File: config.mk
export PLATFORM = sky130hd
export DESIGN_NAME = sync_shift_engine
export DESIGN_NICKNAME = d
export VERILOG_FILES = /design/src/rtl/ssx_pkg.sv /design/src/rtl/ssx_tick.sv /design/src/rtl/ssx_fsm.sv /design/src/rtl/ssx_shift.sv /design/src/rtl/sync_shift_engine.sv
export SDC_FILE = /design/constraint.sdc
export NUM_CORES = 1
export LEC_CHECK = 0
export ABC_AREA = 1
export BUFFER_PORTS_ARGS = -buffer_cell sky130_fd_sc_hd__buf_2
export CAP_MARGIN = 40
export CORE_UTILIZATION = 52
export DETAILED_ROUTE_END_ITERATION = 10
export PLACE_DENSITY = 0.73
export SLEW_MARGIN = 20
export SYNTH_ARGS = -nofsm -noshare
export SYNTH_HDL_FRONTEND = slang
export SYNTH_HIERARCHICAL = 1
export SYNTH_SLANG_ARGS = --single-unit
File: constraint.sdc
create_clock -name clk -period 2 [get_ports clk]
set_clock_uncertainty 0.2 [all_clocks]
set_input_delay 0.2 -clock clk [delete_from_list [all_inputs] [get_ports clk]]
set_output_delay 0.2 -clock clk [all_outputs]
set_load 0.01 [all_outputs]
File: src/rtl/ssx_pkg.sv
package ssx_pkg;

    typedef enum logic [1:0] {
        ST_IDLE  = 2'd0,
        ST_LEAD  = 2'd1,
        ST_TRAIL = 2'd2
    } ssx_state_e;

    typedef struct packed {
        logic pol;   // 0: clock rests high
        logic pha;   // 0: sample on even edges
        logic lsb;   // 1: least significant bit first
    } ssx_cfg_t;

    localparam logic [1:0] A_MODE = 2'd0;
    localparam logic [1:0] A_TX   = 2'd1;
    localparam logic [1:0] A_RX   = 2'd2;

endpackage

File: src/rtl/ssx_tick.sv
module ssx_tick #(
    parameter int DIV = 4
) (
    input  logic clk,
    input  logic rst_n,
    input  logic run,
    output logic tick
);
    localparam int DW = (DIV > 1) ? $clog2(DIV) : 1;

    logic [DW-1:0] cnt_q;

    assign tick = run && (cnt_q == DW'(DIV - 1));

    always_ff @(posedge clk or negedge rst_n) begin
        if (!rst_n) begin
            cnt_q <= '0;
        end else if (!run || tick) begin
            cnt_q <= '0;
        end else begin
            cnt_q <= cnt_q + DW'(1);
        end
    end

    generate
        if (DIV > 1) begin : g_gap
            // half-periods last more than one cycle
            assert_tick_gap_R11: assert property (@(posedge clk) disable iff (!rst_n)
                tick |=> !tick);
        end
    endgenerate

endmodule

File: src/rtl/ssx_fsm.sv
module ssx_fsm #(
    parameter int BITS = 8
) (
    input  logic                   clk,
    input  logic                   rst_n,
    input  logic                   start,
    input  logic                   tick,
    input  logic                   pha,
    output ssx_pkg::ssx_state_e    state_o,
    output logic                   sample_o,
    output logic                   change_o,
    output logic                   finish_o
);
    import ssx_pkg::*;

    localparam int PW = $clog2(BITS);

    ssx_state_e    state_q, state_d;
    logic [PW-1:0] pairs_q;
    logic          odd_edge, even_edge, last_pair;

    assign last_pair = (pairs_q == PW'(BITS - 1));
    assign state_o   = state_q;

    always_comb begin
        state_d = state_q;
        unique case (state_q)
            ST_IDLE:  if (start) state_d = ST_LEAD;
            ST_LEAD:  if (tick)  state_d = ST_TRAIL;
            ST_TRAIL: if (tick)  state_d = last_pair ? ST_IDLE : ST_LEAD;
            default:             state_d = ST_IDLE;
        endcase
    end

    always_ff @(posedge clk or negedge rst_n) begin
        if (!rst_n) begin
            state_q <= ST_IDLE;
            pairs_q <= '0;
        end else begin
            state_q <= state_d;
            if (start) begin
                pairs_q <= '0;
            end else if (even_edge && !last_pair) begin
                pairs_q <= pairs_q + PW'(1);
            end
        end
    end

    always_comb begin
        odd_edge  = (state_q == ST_LEAD)  && tick;
        even_edge = (state_q == ST_TRAIL) && tick;
        sample_o  = pha ? odd_edge : even_edge;
        change_o  = pha ? (even_edge && !last_pair) : (odd_edge && (pairs_q != '0));
        finish_o  = even_edge && last_pair;
    end

    // state may only advance on a divider tick once a frame runs
    assert_move_on_tick_R11: assert property (@(posedge clk) disable iff (!rst_n)
        (state_q != ST_IDLE) && !tick |=> state_q == $past(state_q));

    assert_finish_to_idle_R9: assert property (@(posedge clk) disable iff (!rst_n)
        finish_o |=> state_q == ST_IDLE);

endmodule

File: src/rtl/ssx_shift.sv
module ssx_shift #(
    parameter int W = 8
) (
    input  logic                 clk,
    input  logic                 rst_n,
    input  logic                 load,
    input  logic [W-1:0]         tx_byte,
    input  logic                 shift_out,
    input  logic                 sample,
    input  logic                 sdi,
    input  logic                 lsb,
    output logic                 sdo_bit,
    output logic [W-1:0]         rx_next,
    output logic [$clog2(W)-1:0] cnt
);
    localparam int CW = $clog2(W);

    logic [W-1:0]  txsh_q, rxsh_q;
    logic [CW-1:0] cnt_q;

    assign sdo_bit = lsb ? txsh_q[0] : txsh_q[W-1];
    assign cnt     = cnt_q;

    always_comb begin
        rx_next = rxsh_q;
        if (sample) begin
            rx_next = lsb ? {sdi, rxsh_q[W-1:1]} : {rxsh_q[W-2:0], sdi};
        end
    end

    always_ff @(posedge clk or negedge rst_n) begin
        if (!rst_n) begin
            txsh_q <= '0;
            rxsh_q <= '0;
            cnt_q  <= '0;
        end else if (load) begin
            txsh_q <= tx_byte;
            rxsh_q <= '0;
            cnt_q  <= '0;
        end else begin
            rxsh_q <= rx_next;
            if (shift_out) begin
                txsh_q <= lsb ? {1'b0, txsh_q[W-1:1]} : {txsh_q[W-2:0], 1'b0};
            end
            if (sample) begin
                cnt_q <= cnt_q - CW'(1);
            end
        end
    end

    assert_cnt_step_R6: assert property (@(posedge clk) disable iff (!rst_n)
        sample && !load |=> cnt_q == $past(cnt_q) - CW'(1));

endmodule

File: src/rtl/sync_shift_engine.sv
module sync_shift_engine #(
    parameter int DIV = 4
) (
    input  logic       clk,
    input  logic       rst_n,
    input  logic       reg_wr,
    input  logic       reg_rd,
    input  logic [1:0] reg_addr,
    input  logic [7:0] reg_wdata,
    output logic [7:0] reg_rdata,
    output logic       sclk_o,
    output logic       sdo_o,
    input  logic       sdi_i,
    output logic       done_o
);
    import ssx_pkg::*;

    localparam int W  = 8;
    localparam int CW = $clog2(W);

    ssx_state_e    state;
    ssx_cfg_t      pend_q, act_q, cfg_v;
    logic [W-1:0]  rx_q, rx_next;
    logic          done_q;
    logic          start, tick, sample, change, finish, sdo_bit;
    logic [CW-1:0] cnt;

    assign start = reg_wr && (reg_addr == A_TX) && (state == ST_IDLE);

    ssx_tick #(.DIV(DIV)) u_tick (
        .clk   (clk),
        .rst_n (rst_n),
        .run   (state != ST_IDLE),
        .tick  (tick)
    );

    ssx_fsm #(.BITS(W)) u_fsm (
        .clk      (clk),
        .rst_n    (rst_n),
        .start    (start),
        .tick     (tick),
        .pha      (act_q.pha),
        .state_o  (state),
        .sample_o (sample),
        .change_o (change),
        .finish_o (finish)
    );

    ssx_shift #(.W(W)) u_shift (
        .clk       (clk),
        .rst_n     (rst_n),
        .load      (start),
        .tx_byte   (reg_wdata),
        .shift_out (change),
        .sample    (sample),
        .sdi       (sdi_i),
        .lsb       (act_q.lsb),
        .sdo_bit   (sdo_bit),
        .rx_next   (rx_next),
        .cnt       (cnt)
    );

    always_ff @(posedge clk or negedge rst_n) begin
        if (!rst_n) begin
            pend_q <= '0;
            act_q  <= '0;
            rx_q   <= '0;
            done_q <= 1'b0;
        end else begin
            if (reg_wr && (reg_addr == A_MODE)) begin
                pend_q <= ssx_cfg_t'(reg_wdata[7:5]);
            end
            if (start) begin
                act_q <= pend_q;
            end
            if (finish) begin
                rx_q   <= rx_next;
                done_q <= 1'b1;
            end else if (reg_rd && (reg_addr == A_RX)) begin
                done_q <= 1'b0;
            end
        end
    end

    always_comb begin
        cfg_v  = (state == ST_IDLE) ? pend_q : act_q;
        sclk_o = ~cfg_v.pol ^ (state == ST_TRAIL);
        sdo_o  = (state == ST_IDLE) ? 1'b1 : sdo_bit;
        done_o = done_q;
        unique case (reg_addr)
            A_MODE:  reg_rdata = {pend_q, 2'b11, cnt};
            A_RX:    reg_rdata = rx_q;
            default: reg_rdata = '0;
        endcase
    end

    assert_cfg_hold_R10: assert property (@(posedge clk) disable iff (!rst_n)
        (state != ST_IDLE) |=> (state == ST_IDLE) || $stable(act_q));

    assert_done_after_finish_R9: assert property (@(posedge clk) disable iff (!rst_n)
        finish |=> done_q);

    assert_cnt_idle_R6: assert property (@(posedge clk) disable iff (!rst_n)
        (state == ST_IDLE) |-> (cnt == '0));

endmodule

# --- After elaboration in Yosys (flattened, before gate mapping) ---
# Index checks and enable logic that the tools add are counted.
op_classes:
  bitwise_logic: 2
  add_sub_neg: 3
  n_eq_ne: 9
  muxes: 24
  reduce_logical: 22
op_table:
  columns: ["op", "count"]
  rows:
  - ["8-bit two-way mux", 6]
  - ["8-bit case mux with 2 select lines", 1]
  - ["3-bit two-way mux", 5]
  - ["1-bit logical AND", 10]
  - ["2-bit nonzero test", 5]
  - ["2-bit two-way mux", 4]
  - ["1-bit two-way mux", 7]
  - ["2-bit == test, second input constant", 3]
  - ["2-bit case mux with 3 select lines", 1]
  - ["2-bit by 1-bit == test with 1-bit output, second input constant", 2]
  - ["2-bit logical NOT", 2]
  - ["2-bit by 1-bit != test with 1-bit output, second input constant", 2]
  - ["3-bit by 1-bit adder with 3-bit output, second input constant", 1]
  - ["3-bit == test, second input constant", 1]
  - ["3-bit AND reduction", 1]
  - ["3-bit nonzero test", 1]
  - ["3-bit by 1-bit subtractor with 3-bit output, second input constant", 1]
  - ["2-bit by 1-bit adder with 2-bit output, second input constant", 1]
  - ["1-bit logical NOT", 2]
  - ["2-bit != test, second input constant", 1]
  - ["1-bit logical OR", 1]
  - ["1-bit NOT", 1]
  - ["1-bit bitwise XOR", 1]
word_totals:
  word_cells: 74
  register_bits: 41

# --- Longest topological paths before layout ---
# Gate-level depths: netlist of run 1.
depth:
  depth_word: 7
  mapped_depth: 14

# --- Modules after synthesis ---
# Netlist of run 1, hierarchy kept.
by_module_without_submodules:
  columns: ["module", "area_each_um2", "seq_area_each_um2", "n_inst", "cells_each"]
  rows:
  - ["ssx_shift", 1127.3, 475.5, 1, 158]
  - ["sync_shift_engine", 758.2, 375.4, 1, 94]
  - ["ssx_fsm", 345.3, 125.1, 1, 48]
  - ["ssx_tick", 88.8, 50.0, 1, 10]

# --- Worst setup path after synthesis of run 1 ---
# OpenSTA, ideal clock, no wires.
synth_path:
  kind: "reg-to-reg"
  from: "register u_fsm.state_q[0], in the netlist u_fsm/state_o[0]"
  to: "register rx_q[5]"
  period_less_slack_ns: 2.083
  setup_ns: 0.145
  slack_ns: -0.083
  path_stages_with_launch: 15
  t_arrival_ns: 1.738
  t_required_ns: 1.655
  cell_sequence: "dfrtp_1 nor2_8 inv_1 nand2_1 inv_1 nand2_2 nor2_4 nand2_1 o21ai_1 clkbuf_2 or2_2 nand2_1 inv_1 nand2_1 o21ai_0"
synth_via:
  elab_chain_len: 5
synth_rtl:
  columns: ["item", "line", "source"]
  rows:
  - ["from (decl)", "ssx_fsm.sv:18", "ssx_state_e state_q, state_d;"]
  - ["from (signal assigned)", "ssx_fsm.sv:40", "state_q <= state_d;"]
  - ["2-bit nonzero test (*)", "sync_shift_engine.sv:33", ".run (state != ST_IDLE),"]
  - ["1-bit logical AND (*)", "ssx_tick.sv:13", "assign tick = run && (cnt_q == DW'(DIV - 1));"]
  - ["named net tick", "sync_shift_engine.sv:25", "logic start, tick, sample, change, finish, sdo_bit;"]
  - ["1-bit logical AND (on tied branches)", "ssx_fsm.sv:51, ssx_fsm.sv:50", null]
  - ["1-bit two-way mux (*)", "ssx_fsm.sv:52", "sample_o = pha ? odd_edge : even_edge;"]
  - ["named net sample", "sync_shift_engine.sv:25", null]
  - ["8-bit two-way mux (*)", "ssx_shift.sv:26", "if (sample) begin"]
  - ["named net rx_next[5]", "sync_shift_engine.sv:23", "logic [W-1:0] rx_q, rx_next;"]
  - ["to (signal assigned)", "sync_shift_engine.sv:77", "rx_q <= rx_next;"]
  - ["to (decl)", "sync_shift_engine.sv:23", null]
# Mark *: on every way through the listed nets, which the timed path passes. The rest lies on a longest branch.
# A chain may end at the register's enable or synchronous reset.

# --- Worst setup path after layout of run 1 ---
layout_path:
  from: "register u_fsm.state_q[1], in the netlist u_fsm/state_o[1]"
  to: "register rx_q[4]"
# Same word-level chain as after synthesis.

==> results of run 1 <==
-- placed cells by master (no fill, tap or decap), types with 3 or more instances in the layout --
| master | instances |
|---|---|
| a21oi_1 | 4 |
| buf_2 | 25 |
| buf_4 | 19 |
| buf_6 | 5 |
| clkbuf_8 | 6 |
| dfrtp_1 | 39 |
| dlygate4sd3_1 | 8 |
| ha_1 | 4 |
| inv_1 | 32 |
| inv_2 | 6 |
| nand2_1 | 87 |
| nand2_2 | 19 |
| nand3_1 | 28 |
| nand4_1 | 7 |
| nor2_1 | 28 |
| nor2_4 | 3 |
| o21ai_0 | 4 |
| o21ai_1 | 11 |
| or2_1 | 5 |
| or2_2 | 4 |
-- stage by stage --
step,setup WS (ns),TNS [ns],total power [uW],cell area (sq um)
after floorplan,0.004308,0,917.1,2322
after global placement,0.04503,0,978.0,2574
final,0.07036,0,1552,2887
after global routing,-0.03351,-0.2324,1616,2887
after CTS,0.01056,0,1560,2771
after detailed placement,-0.003782,-0.003782,980.2,2574
-- flip-flops by register name, summed over array words and instances (netlist names) --
| signal | flops |
|---|---|
| act_q | 3 |
| rx_q | 8 |
| u_fsm/state_o | 2 |
| u_tick/cnt_q | 2 |
| u_shift/cnt | 3 |
| u_shift/txsh_q | 8 |
| u_shift/rxsh_q | 8 |
| pend_q | 3 |
| u_fsm/pairs_q | 3 |
| done_o | 1 |
-- cell type report --
cell class | count | area (sq um) | area share [%]
inverter | 41 | 160.2 | 5.548
tap | 50 | 62.56 | 2.167
timing repair buffer | 57 | 404.1 | 14.00
sequential | 41 | 1028 | 35.63
multi-input combinational | 220 | 1135 | 39.32
clock buffer | 6 | 82.58 | 2.861
clock inverter | 2 | 13.76 | 0.4768
-- power groups by stage --
stage	combinational [uW]	sequential (uW)	clock (uW)
floorplan	46.5	871	0
global placement	103	875	0
detailed placement	105	875	0
CTS	116	859	585
global route	135	861	619
finish	118	859	575
-- how the worst min path moves through the flow --
| stage | startpoint | to | depth (start not counted) |
|---|---|---|---|
| floorplan | rst_n | act_q[0] | 0 |
| global placement | rst_n | done_o | 2 |
| detailed placement | rst_n | done_o | 2 |
| CTS | reg_wr | pend_q[1] | 3 |
| global route | reg_wr | pend_q[1] | 3 |
| finish | reg_wdata[2] | u_shift/txsh_q[2] | 5 |
-- what timing repair did --
action | in CTS | in global routing
hold buffers | 8 | 0
cloned | 1 | 1
buffers inserted | 1 | 3
resized for setup | 4 | 32
pin swaps | 0 | 7
setup endpoints to repair | 3 | 17
hold endpoints to repair | 47 | 0
-- per-layer routing --
layer	share of wire [%]	vias to the layer above	track usage, %
met5	0	-	0
met4	1.8	0	9.949
met3	3.6	9	3.454
met2	47	52	41.42
met1	47	997	32.21
li1	-	1078	-
-- critical path, cell delays in order, from the launching register on --
cell     delay [ns]
dfrtp_2        0.45
nor2_8         0.12
inv_2          0.04
nand2_2        0.07
inv_4          0.05
nand2_4        0.06
nor2_4         0.04
nand2_2        0.07
o21ai_4        0.08
buf_6          0.13
or2_2          0.27
nand2_2        0.08
inv_1          0.04
nand2_1        0.05
o21ai_0        0.07
-- cell families after synthesis --
family / synth area share (%)
AND/OR/NAND/NOR: 37.70
adder cells (fa/ha/maj): 2.697
flip-flops: 44.23
AO/OA/AOI/OAI: 5.502
buffers and inverters: 9.870
==> results.md, run 1 <==
- Status: complete, no violations
- Final Slew Violations: 0
- Syn avg cell area: 7.483 sq um
- Total global routing overflow: 0
- Area delta synth->final: 24.43%
- Final Cycle Share: 96.48%
- Worst r2r src: u_fsm/state_o[1]
- Routability cong.: 0.8149
- Placed cell count: 395
- Synth Flop Type: dfrtp_1
- DIE HEIGHT: 68.79 um
- Arrival @ worst endpoint: 1.91 ns
- Synth cell count leaders: nand2_1, dfrtp_1, inv_1
- Largest net degree at the start of global routing: 42
- Cells after Synth: 310
- Crit path launch: u_fsm/state_o[1]
- P_int: 1173 uW
- Root Driver: clkbuf_8
- Number of diodes: 0
- Leakage: 0.001501 uW
- Pwr/cell area: 537.8 mW/mm^2
- Post-Syn Area: 0.002320 sq mm
- Reg2reg path depth: 14
- Startpoint Class: register
- Largest area contributor in the netlist: dfrtp_1
- Tot GR Track Use: 24.74%
- CTS clk-pin slew, worst paths: 0.08 ns
- Share of cells above drive strength 1: 28.88%
- Relative slew slack: 65.26%
- Ys async rst share: 100.0%
- Final Non-Filler Cells: 417
- Clk Latency, worst-skew pair: 0.30 ns
- CTS tree: built
- Num rows: 23
- MaxCap Viol Count: 0
- Inserted Clock Buffers: 5
- Vias/cell: 5.122
- Slew @ Worst Pin: 0.5211 ns
- Vias in the first global route: 1968
- Min Hold Slack: 0.02001 ns
- Dpl hpwl: 3.480 mm
- Sw Share: 24.45%
- Post-DRT Antenna Nets: 0
- Yosys warns: 6
- H-tree depth: 2
- DR vias: 2136
- Syn nets: 330
- Req. time, crit path: 1.98 ns
- Sequential area share after synthesis: 44.23%
- WL per Instance: 12.51 um
- Yosys top cell area share: 44.23%
- Fillers: 345
- Drc violations: 0
- Core area: 0.004144 sq mm
- Logic pwr share: 7.6%
- Antenna violations before repair: 0
- CTS sink cnt: 41
- Pre-Repair DR Iteration Count: 4
- Hold WC Path Type: in2reg
- Starting DRC count in detailed routing: 138
- R2R Path End: rx_q[4]
- Largest fanout on the critical path: 4
- Crit Path Category: reg2reg
- Final Core Density: 69.66%
- Initial core utilization: 55.98%
- I/O Pins: 26
- Ranking of synthesized cells by area: dfrtp_1, nand2_1, nand3_1, inv_1, nor2_1
- Wirelength, routed: 5.218 mm
- EDFF count, synth: 0
- Final setup viols: 0
- Max VDD drop: 362.8 uV
- First-pass GRT wire length: 8.507 mm
- Sequential power share: 55.4%
- Die width: 68.79 um
- Unique masters post-synth: 30
- Max Root-Sink Buffers: 2
- Reg-to-reg slack, setup: 0.07 ns
- Worst Setup EP: rx_q[4]
- Die ar.: 0.004732 sq mm
- Final nets: 386
- Psw: 379.5 uW
- Fin crit period: 1.930 ns
- Final count of hold timing violations: 0
- Fmax: 518.2 MHz
- Register bit total from synthesis: 41
- Nature of the critical path endpoint: register
- Most common cell in the netlist: nand2_1
- Clock Power Share: 37.0%
- Port Buf Inserts: 25
(Power assumes the default switching activity.)
==> inputs of run 2 (changes only) <==
Settings changed: CORE_MARGIN set to 2, SETUP_SLACK_MARGIN set to 0.02.
==> results.md, run 2 (synthesis gave the netlist of run 1 again) <==
- Final setup viols: 0
- Core area: 0.004324 sq mm
- Most frequent cells in the layout: nand2_1, dfrtp_1, inv_1
- Startpoint Class: register
- RSZ-0062 raised after global routing: yes
- Req. time, crit path: 1.99 ns
- Clk Latency, worst-skew pair: 0.31 ns
- Post-route cell area: 0.002924 sq mm
- Final nets: 389
- Num rows: 24
- Post-DRT Antenna Nets: 0
- Die width: 70.79 um
- Critical path's slowest cell: dfrtp_2
- Starting DRC count in detailed routing: 139
- Multi-input logic area: 0.001142 sq mm
- MaxCap Viol Count: 0
- Wirelength, routed: 5.369 mm
- Place WS: -0.02229 ns
- Inserted Clock Buffers: 5
- Number of diodes: 0
- Vias in the first global route: 1963
- I/O Pins: 26
- WL per Instance: 12.72 um
- Final Cycle Share: 95.70%
- Max Root-Sink Buffers: 2
- Fmax: 522.4 MHz
- First-pass GRT wire length: 8.783 mm
- Die ar.: 0.005011 sq mm
- Slew @ Worst Pin: 0.5259 ns
- Register area: 0.001030 sq mm
- CTS sink cnt: 41
- Initial core utilization: 53.65%
- Drc violations: 0
- Largest fanout on the critical path: 5
- Pre-Repair DR Iteration Count: 4
- Tot GR Track Use: 22.18%
- Placed inst area: 0.002569 sq mm
- Routability cong.: 0.8000
- H-tree depth: 2
- Antenna violations before repair: 0
- DIE HEIGHT: 70.79 um
- Crit Path Category: reg2reg
- Port Buf Inserts: 25
- Share of cells above drive strength 1: 29.73%
- Root Driver: clkbuf_8
- Final WS setup: 0.08591 ns
- Area delta synth->final: 26.05%
- Relative slew slack: 64.94%
- CTS clk-pin slew, worst paths: 0.08 ns
- Nature of the critical path endpoint: register
- Critical path's largest stage delay: 0.45 ns
- Crit path top cell by count: nand2_2
- Critical path's top delay family: simple AND/OR/NAND/NOR gates
- Final Slew Violations: 0
- Buf+Inv Stages, Crit Path: 4
- Biggest regs: rx_q x8, u_shift/rxsh_q x8, u_shift/txsh_q x8
- Total global routing overflow: 0
- Pwr/cell area: 528.3 mW/mm^2
- DR vias: 2099
- Dpl hpwl: 3.595 mm
- Vias/cell: 4.974
- Largest net degree at the start of global routing: 25
- Hold WC Path Type: in2reg
- Status: complete, no violations
- Critical path, cell by cell: nor2_8, inv_2, nand2_2, inv_4, nand2_4, nor2_4, nand2_2, o21ai_4, buf_6, or2_2, nand2_2, buf_4, nor2_1
- Max VDD drop: 366.8 uV
- Final count of hold timing violations: 0
- Fillers: 371
- Leakage: 0.001504 uW
- Fin crit period: 1.914 ns
- Arrival @ worst endpoint: 1.91 ns
- CTS tree: built
- Commonest non-fill, non-tap cell in the layout: nand2_1
==> run 2: layout make-up <==
class,count,area share [%]
inverter,41,5.563
sequential,41,35.22
clock inverter,3,0.7274
tap,52,2.225
clock buffer,5,2.353
multi-input combinational,220,39.07
timing repair buffer,60,14.85
==> run 2: metrics by stage <==
stage | cells | total power, uW | utilization [%] | hold slack, ns | setup TNS [ns]
2_1_floorplan | 310 | 917.1 | - | -0.2956 | 0
3_3_place_gp | 396 | 980.0 | 59.40 | 0.01015 | 0
3_5_place_dp | 396 | 981.1 | 59.40 | 0.009983 | -0.1139
4_1_cts | 413 | 1557 | 63.77 | 0.008543 | 0
5_1_grt | 422 | 1609 | 67.62 | 0.05923 | -0.03979
6_report | 422 | 1545 | 67.62 | 0.01881 | 0
==> run 2: report_power, final <==
group	leakage (uW)	internal (uW)	switching, uW
sequential	0.000505	844	14.3
clock	0.0000445	248	312
combinational	0.000955	55.1	71.5
==> run 2: worst paths after layout <==
kind / depth (start not counted) / startpoint / slack, ns / to
setup / recovery: 13 / u_fsm/state_o[0] / 0.09 / u_shift/rxsh_q[0]
hold / removal: 5 / reg_wdata[2] / 0.02 / u_shift/txsh_q[2]
max in group asynchronous: 3 / rst_n / 0.83 / u_fsm/pairs_q[1]
hold reg to reg: 1 / u_tick/cnt_q[0] / 0.26 / u_tick/cnt_q[0]
min in group asynchronous: 2 / rst_n / 0.19 / rx_q[1]
setup reg to reg: 13 / u_fsm/state_o[0] / 0.09 / u_shift/rxsh_q[0]
==> run 2: routing by layer <==
metal  up-vias  GRT usage (%)  part of all wire [%]  wire [um]
li1       1083              -                     -          -
met1       970          29.94                    47       2513
met2        36          35.62                    48       2562
met3        10          5.128                   4.0        214
met4         0          7.128                   1.5         79
met5         -              0                     0          0
==> run 2: tightest hold or removal path: stages <==
cell	delay (ns)
buf_2	0.08
nand2_1	0.04
nand2_1	0.05
nor2_1	0.04
nor2_1	0.07
==> run 2: timing repair <==
item / CTS / global route
hold endpoints to repair: 28 / 0
pin swaps: 0 / 14
setup endpoints to repair: 12 / 20
buffers inserted: 0 / 6
hold buffers: 9 / 0
resized for setup: 4 / 43
cloned: 0 / 3
